<file path="src/rtl/tpg_pkg.sv">
// Shared constants for the test pattern generator: the pattern code
// values. Assumes a 4-bit code field.
package tpg_pkg;
    localparam int MODE_W = 4;
    localparam logic [MODE_W-1:0] TP_OFF     = 4'b0000;
    localparam logic [MODE_W-1:0] TP_MID     = 4'b0001;
    localparam logic [MODE_W-1:0] TP_POS_FS  = 4'b0010;
    localparam logic [MODE_W-1:0] TP_NEG_FS  = 4'b0011;
    localparam logic [MODE_W-1:0] TP_CHECKER = 4'b0100;
    localparam logic [MODE_W-1:0] TP_PN_LONG = 4'b0101;
    localparam logic [MODE_W-1:0] TP_PN_SHRT = 4'b0110;
    localparam logic [MODE_W-1:0] TP_ONEZERO = 4'b0111;
endpackage

</file>
<file path="src/rtl/tpg_prbs.sv">
// Fibonacci LFSR that makes one WORD_W-bit word per clock.
// Feedback = stage LEN xor stage TAP, shifted in at bit 0. The word is
// the next WORD_W feedback bits, first bit at the MSB. The generator runs
// on every clock. Reset or hold reloads the all-ones seed.
module tpg_prbs #(
    parameter int LEN    = 9,
    parameter int TAP    = 5,
    parameter int WORD_W = 11
) (
    input  logic              clk,
    input  logic              rst_n,
    input  logic              hold,
    output logic [WORD_W-1:0] word_o
);
    localparam logic [LEN-1:0] SEED = '1;

    logic [LEN-1:0] state_q;
    logic [LEN-1:0] state_nxt;

    // Unroll WORD_W shift steps to form the word and the next state.
    always_comb begin
        logic [LEN-1:0] s;
        logic           fb;
        s      = state_q;
        word_o = '0;
        for (int i = 0; i < WORD_W; i++) begin
            fb = s[LEN-1] ^ s[TAP-1];
            s  = {s[LEN-2:0], fb};
            word_o[WORD_W-1-i] = fb;
        end
        state_nxt = s;
    end

    // State register: seed on reset or hold, otherwise advance one word.
    always_ff @(posedge clk) begin
        if (!rst_n || hold) state_q <= SEED;
        else                state_q <= state_nxt;
    end
endmodule

</file>
<file path="src/rtl/tpg_select.sv">
// Combinational selector that picks the pattern word for a code.
// Assumes offset-binary words. Codes outside 0001..0111 select the
// conversion word and clear the active flag.
module tpg_select
    import tpg_pkg::*;
#(
    parameter int DATA_W = 11
) (
    input  logic [MODE_W-1:0] mode,
    input  logic              phase,
    input  logic [DATA_W-1:0] conv_word,
    input  logic [DATA_W-1:0] pn_short_word,
    input  logic [DATA_W-1:0] pn_long_word,
    output logic [DATA_W-1:0] word_o,
    output logic              active_o
);
    localparam logic [DATA_W-1:0] MID_WORD = {1'b1, {(DATA_W-1){1'b0}}};
    localparam logic [DATA_W-1:0] ONES     = '1;
    localparam logic [DATA_W-1:0] ZEROS    = '0;

    logic [DATA_W-1:0] chk_even;

    // Checkerboard word with ones on even bit positions.
    generate
        for (genvar g = 0; g < DATA_W; g++) begin : g_chk
            assign chk_even[g] = (g % 2 == 0);
        end
    endgenerate

    // Code decode: choose the word and the active flag.
    always_comb begin
        active_o = 1'b1;
        case (mode)
            TP_MID:     word_o = MID_WORD;
            TP_POS_FS:  word_o = ONES;
            TP_NEG_FS:  word_o = ZEROS;
            TP_CHECKER: word_o = phase ? ~chk_even : chk_even;
            TP_ONEZERO: word_o = phase ? ZEROS : ONES;
            TP_PN_LONG: word_o = pn_long_word;
            TP_PN_SHRT: word_o = pn_short_word;
            default: begin
                word_o   = conv_word;
                active_o = 1'b0;
            end
        endcase
    end
endmodule

</file>
<file path="src/rtl/adc_test_pattern_gen.sv">
// Top of the test pattern generator. Holds two free-running PN
// generators and a phase bit. Registers the selected word with one clock
// of latency. Assumes a synchronous active-low reset.
module adc_test_pattern_gen
    import tpg_pkg::*;
#(
    parameter int DATA_W     = 11,
    parameter int PN_S_LEN   = 9,
    parameter int PN_S_TAP   = 5,
    parameter int PN_L_LEN   = 23,
    parameter int PN_L_TAP   = 18
) (
    input  logic              clk,
    input  logic              rst_n,
    input  logic [3:0]        tp_mode,
    input  logic              pn9_hold,
    input  logic              pn23_hold,
    input  logic [DATA_W-1:0] conv_data,
    output logic [DATA_W-1:0] pat_data,
    output logic              pat_active
);
    logic              phase_q;
    logic [DATA_W-1:0] pn_s_word;
    logic [DATA_W-1:0] pn_l_word;
    logic [DATA_W-1:0] sel_word;
    logic              sel_active;

    tpg_prbs #(.LEN(PN_S_LEN), .TAP(PN_S_TAP), .WORD_W(DATA_W)) pn_short_i (
        .clk(clk), .rst_n(rst_n), .hold(pn9_hold), .word_o(pn_s_word)
    );

    tpg_prbs #(.LEN(PN_L_LEN), .TAP(PN_L_TAP), .WORD_W(DATA_W)) pn_long_i (
        .clk(clk), .rst_n(rst_n), .hold(pn23_hold), .word_o(pn_l_word)
    );

    tpg_select #(.DATA_W(DATA_W)) sel_i (
        .mode(tp_mode), .phase(phase_q), .conv_word(conv_data),
        .pn_short_word(pn_s_word), .pn_long_word(pn_l_word),
        .word_o(sel_word), .active_o(sel_active)
    );

    // Phase bit for the alternating patterns, toggles every clock.
    always_ff @(posedge clk) begin
        if (!rst_n) phase_q <= 1'b0;
        else        phase_q <= ~phase_q;
    end

    // Output register: one clock from code and data to the output.
    always_ff @(posedge clk) begin
        if (!rst_n) begin
            pat_data   <= '0;
            pat_active <= 1'b0;
        end else begin
            pat_data   <= sel_word;
            pat_active <= sel_active;
        end
    end
endmodule

</file>
<file path="config.mk">
export PLATFORM = sky130hd
export DESIGN_NAME = adc_test_pattern_gen
export DESIGN_NICKNAME = d
export VERILOG_FILES = /design/src/rtl/tpg_pkg.sv /design/src/rtl/tpg_prbs.sv /design/src/rtl/tpg_select.sv /design/src/rtl/adc_test_pattern_gen.sv
export SDC_FILE = /design/constraint.sdc
export NUM_CORES = 1
export LEC_CHECK = 0
export ABC_AREA = 1
export BUFFER_PORTS_ARGS = -buffer_cell sky130_fd_sc_hd__clkbuf_2
export CAP_MARGIN = 15
export CORE_ASPECT_RATIO = 1.2
export CORE_MARGIN = 4
export CORE_UTILIZATION = 55
export CTS_CLUSTER_SIZE = 24
export DETAILED_ROUTE_END_ITERATION = 7
export GPL_TIMING_DRIVEN = 1
export MAX_ROUTING_LAYER = met4
export PLACE_DENSITY = 0.78
export SLEW_MARGIN = 20
export SYNTH_ARGS = -nofsm -noshare
export SYNTH_HDL_FRONTEND = slang
export SYNTH_SLANG_ARGS = --single-unit
</file>
<file path="constraint.sdc">
create_clock -name clk -period 1.76 [get_ports clk]
set_input_delay 0.264 -clock clk [delete_from_list [all_inputs] [get_ports clk]]
set_output_delay 0.264 -clock clk [all_outputs]
set_load 0.05 [all_outputs]
</file>
* Word level (Yosys, flattened, before mapping)
Index checks and enable logic that the tools add are counted.
Word-level totals: flip-flop bits (word level) 45, bits of input ports 19, word-level logic and storage cells 43
Cells by class: eq/ne operators 7, muxes and demuxes 4, bitwise operators 23, reductions and logical operators 4
Operator list (count):
- $pmux W11 S7 | 1
- $mux W11 | 2
- $xor A1 B1 Y1 | 22
- $eq A4 B3 Y1 const B | 4
- $eq A4 B2 Y1 const B | 2
- $reduce_or A7 Y1 | 1
- $eq A4 B1 Y1 const B | 1
- $logic_or A1 B1 Y1 | 2
- $logic_not A1 Y1 | 1
- $mux W1 | 1
- $not A1 Y1 | 1

* Logic depth before layout (Yosys ltp)
word-level depth 4, mapped depth 9, depth with buffers taken out 9

* Hierarchy
A second synthesis with hierarchy kept.
Unflattened totals: cells, all modules 298, area total of the unflattened synthesis 2020.7 µm²
Modules (own cells, without submodules):
- tpg_prbs at pn_long_i | times used 1, cells an instance 106, area each 808.3 µm², seq. area each 460.4 µm²
- tpg_select | times used 1, cells an instance 92, area each 425.4 µm², seq. area each 0.0 µm²
- tpg_prbs at pn_short_i | times used 1, cells an instance 60, area each 417.9 µm², seq. area each 180.2 µm²
- adc_test_pattern_gen | times used 1, cells an instance 40, area each 369.1 µm², seq. area each 260.2 µm²

* Least setup slack after synthesis
No wires, ideal clock.
path type input port to flip-flop, from in tp_mode[3], to reg pat_data[1], library setup time 109 ps, arrival time 919 ps, data required time 1651 ps, setup slack 732 ps, stages on the path 8, path buffers 0, cell sequence nor2_1 nand2_2 nand2_4 nand2_2 nor2_4 nand3_1 nand2_1 inv_1
On the way: longest elaborated chain between the ends 2
Ends and longest elaborated chain:
- start: declaration | line adc_test_pattern_gen.sv:15 | input logic [3:0] tp_mode,
- $eq A4 B3 Y1 (tied with other cells) | line tpg_select.sv:33 | case (mode)
- $pmux W11 S7 (*) | line tpg_select.sv:33
- end signal: assignment | line adc_test_pattern_gen.sv:54 | pat_data <= sel_word;
- end: declaration | line adc_test_pattern_gen.sv:19 | output logic [DATA_W-1:0] pat_data,
Mark *: on every way between the ends. The rest lies on a longest branch, timed or not. A chain may end at the register's enable or synchronous reset.

* Worst setup path in the final report
from reg pat_data[1], to out pat_data[1]
No word-level cell between the ends.

==> parameters.txt <==
Parameter                              Value

STA
  Hold Violations, Final    0
  Final period utilization    70.0%
  Slew @ Worst Pin    279 ps
  Worst Skew    8.10 ps
  Slew Viols, Final    0
  Worst relative slew slack    81.5%
  Min Tclk post-route    1230 ps
  Setup violators final    0
  Setup repair after global routing missed its margin    no
  Fmax    0.811 GHz
  Post-Route Setup TNS    0 ps

Floorplanning
  Floorplan row count    22
  IO Count    31
  Core Footprint    3140 µm²
  Die Outline Area    4340 µm²
  Die Ht    71.4 µm
  Initial standard-cell utilization of the core    58.7%
  Die boundary width    60.8 µm

Min path
  WHS Path Cells    3
  Hold path endpoint    pat_data[10]
  Path class of the lowest-slack min-delay path    input pin to flip-flop
  Origin of the worst min-delay path    conv_data[10]

Clocking
  TritonCTS clock tree    done
  Setup Fix Bufs, Post-CTS    0
  Clock slew at the register clock pins of the worst setup and hold paths    120 ps
  H-tree levels    2
  Number of buffers inserted during clock tree synthesis    5
  Clock latency on the worst-skew pair    350 ps
  Count of cells resized by post-cts repair    0
  Number of hold-repair buffers added at the cts stage    0
  Clock Tree Buf Depth    2
  Sink Count    45
  Clock root cell    clkbuf_4

Finish
  Filler Cells Inserted    292
  Fin nets    305
  Count of antenna diodes in the layout    0
  Count of placed standard cells in the final layout, fillers left out    323
  Layout-stage area growth over the synthesis result    13.9%
  Ratio of cells with drive above 1 in the final layout    19.2%

Global routing
  Total GRT Usage    20.3%
  Initial antenna violation count    0
  Remaining Overflow, GRT    0
  Vias in the first global route    1,497
  Wire length of the first global-routing pass    6.42 mm
  Pin count of the biggest net entering global routing    24

Placement
  Placer congestion estimate    0.898
  Port buffer count    30
  DPL Wire Length    2.97 mm
  Cell Count Post-Placement    315

Worst setup path
  CP Data Arrival Time    970 ps
  Reg2reg path depth    9
  Critical path, cell by cell    clkbuf_2
  Endpoint of the most critical register-to-register path    pat_data[1]
  Data required time of the critical path    1500 ps
  Setup slack of the most critical reg-to-reg path    570 ps
  Critical path launch point type    flip-flop
  Critical R2R Launch    pn_short_i.state_q[4]
  Delay contributed by the slowest stage of the critical path    340 ps
  Worst path bufs/invs    1
  Crit Path Category    flip-flop to primary output
  Sort of element at the end of the critical path    primary output
  Cell family with the largest share of critical-path delay    flip-flops
  CP Max Fanout    1
  Worst-path cell with the longest stage delay    dfxtp_1

Synthesis
  Synth Net Count    270
  Sequential element share of the synthesized area    48.9%
  Synthesized area    1840 µm²
  Number of synthesized register bits    45
  Mapped Avg Cell Area    7.34 µm²
  Count of mapped cells out of synthesis    251
  Yosys Warn Count    0
  Distinct cell type count of the synthesized netlist    20

Power
  Total power    1980 µW
  Maximum resistive drop on vdd    0.000994 V
  Leakage component of the power    0.00113 µW
  Power Density    945 nW/µm²

Routing
  Vias after detailed routing    1,547
  DRT iter0 DRCs    114
  First-pass DRT Iterations    4
  Via density per instance    4.79
  Wirelength, routed    3.75 mm
  Per-cell routed wire length    11.6 µm
  DRC errors left    0
  Number of nets with antenna violations after routing    0

Run status
  Status    finished clean

Job
  Count of maximum capacitance violations    0
-- routing by layer --
| metal | share of wire, % | global-route usage, % | wire (µm) |
|---|---|---|---|
| met1 | 40 | 22.3 | 1510 |
| met2 | 55 | 34.6 | 2080 |
| met3 | 3.5 | 5.95 | 132 |
| met4 | 0.64 | 6.51 | 24 |
| met5 | 0 | - | 0 |
-- registers in the layout, indices dropped and copies added, names as in the netlist --
register / cells
pat_active: 1
pat_data: 11
phase_q: 1
pn_long_i.state_q: 23
pn_short_i.state_q: 9
-- tightest hold or removal path, stage by stage --
cell and delay (ps):
clkbuf_2 70, o21ai_0 70, nor2_1 90
-- cell families after synthesis --
family / after synthesis / share of synthesized area, %
flops: 45 / 48.9
simple gates: 127 / 29.8
buf+inv: 46 / 9.92
compound gates: 22 / 6.11
xor+xnor: 11 / 5.23
-- through the flow --
stage | utilization (%) | worst slack (ps) | area, µm² | hold WS [ps]
after floorplan | - | 732 | 1840 | 387
after global placement | 64.6 | 483 | 2030 | 391
after detailed placement | 64.6 | 443 | 2030 | 397
after CTS | 66.8 | 510 | 2100 | 168
after global routing | 66.8 | 470 | 2100 | 184
final | 66.8 | 528 | 2100 | 176
-- synthesized netlist by cell type --
master | n | area share [%]
nand3_2 | 3 | 1.6
nand3_1 | 15 | 4.1
inv_1 | 38 | 7.7
o211ai_1 | 1 | 0.41
nand2_4 | 1 | 0.61
xor2_1 | 6 | 2.9
o21ai_0 | 12 | 3.3
nor2_1 | 24 | 4.9
buf_6 | 1 | 0.61
a21oi_1 | 7 | 1.9
clkbuf_1 | 1 | 0.20
nand2_2 | 4 | 1.4
buf_2 | 2 | 0.54
xnor2_1 | 5 | 2.4
nor2_4 | 2 | 1.2
inv_2 | 4 | 0.81
o21ai_1 | 2 | 0.54
dfxtp_1 | 45 | 49
or2_2 | 1 | 0.34
nand2_1 | 77 | 16
-- cell usage in the layout (no fill, tap or decap) --
cell type,Yosys,routed
buf_4,0,2
dfxtp_1,45,45
nand2_4,1,1
nand3_2,3,3
clkbuf_2,0,30
xnor2_1,5,5
nand2_1,77,77
clkbuf_4,0,5
o21ai_0,12,12
xor2_1,6,6
nand3_1,15,15
clkinv_2,0,1
or2_2,1,1
nor2_4,2,2
nand2_2,4,4
clkbuf_8,0,2
nor2_1,24,24
inv_2,4,4
a21oi_1,7,7
o211ai_1,1,1
o21ai_1,2,2
inv_1,38,38
-- final cells by class --
cell class                      count  area, µm²  share of cell area [%]
Multi-Input combinational cell    160        758                    36.2
Timing Repair Buffer               32        165                    7.88
Clock inverter                      1       5.00                   0.239
Inverter                           42        158                    7.52
Sequential cell                    45        901                    43.0
Clock buffer                        7       65.1                    3.10
Tap cell                           36       45.0                    2.15
-- worst max path at each step --
stage	from	endpoint	slack, ps	cells past startpoint
after floorplan	tp_mode[3]	pat_data[1]	730	8
after global placement	tp_mode[3]	pat_data[5]	480	9
after detailed placement	tp_mode[3]	pat_data[5]	440	9
after CTS	pat_data[1]	pat_data[1]	510	1
after global routing	pn_short_i.state_q[4]	pat_data[1]	470	9
final	pat_data[1]	pat_data[1]	530	1
-- power by group --
| part | internal (µW) | total (µW) | switching [µW] |
|---|---|---|---|
| sequential | 1080 | 1110 | 27.2 |
| combinational | 100 | 338 | 238 |
| clock | 232 | 538 | 306 |
| total | 1410 | 1980 | 572 |
No activity file was read; power rests on OpenSTA's default activity.
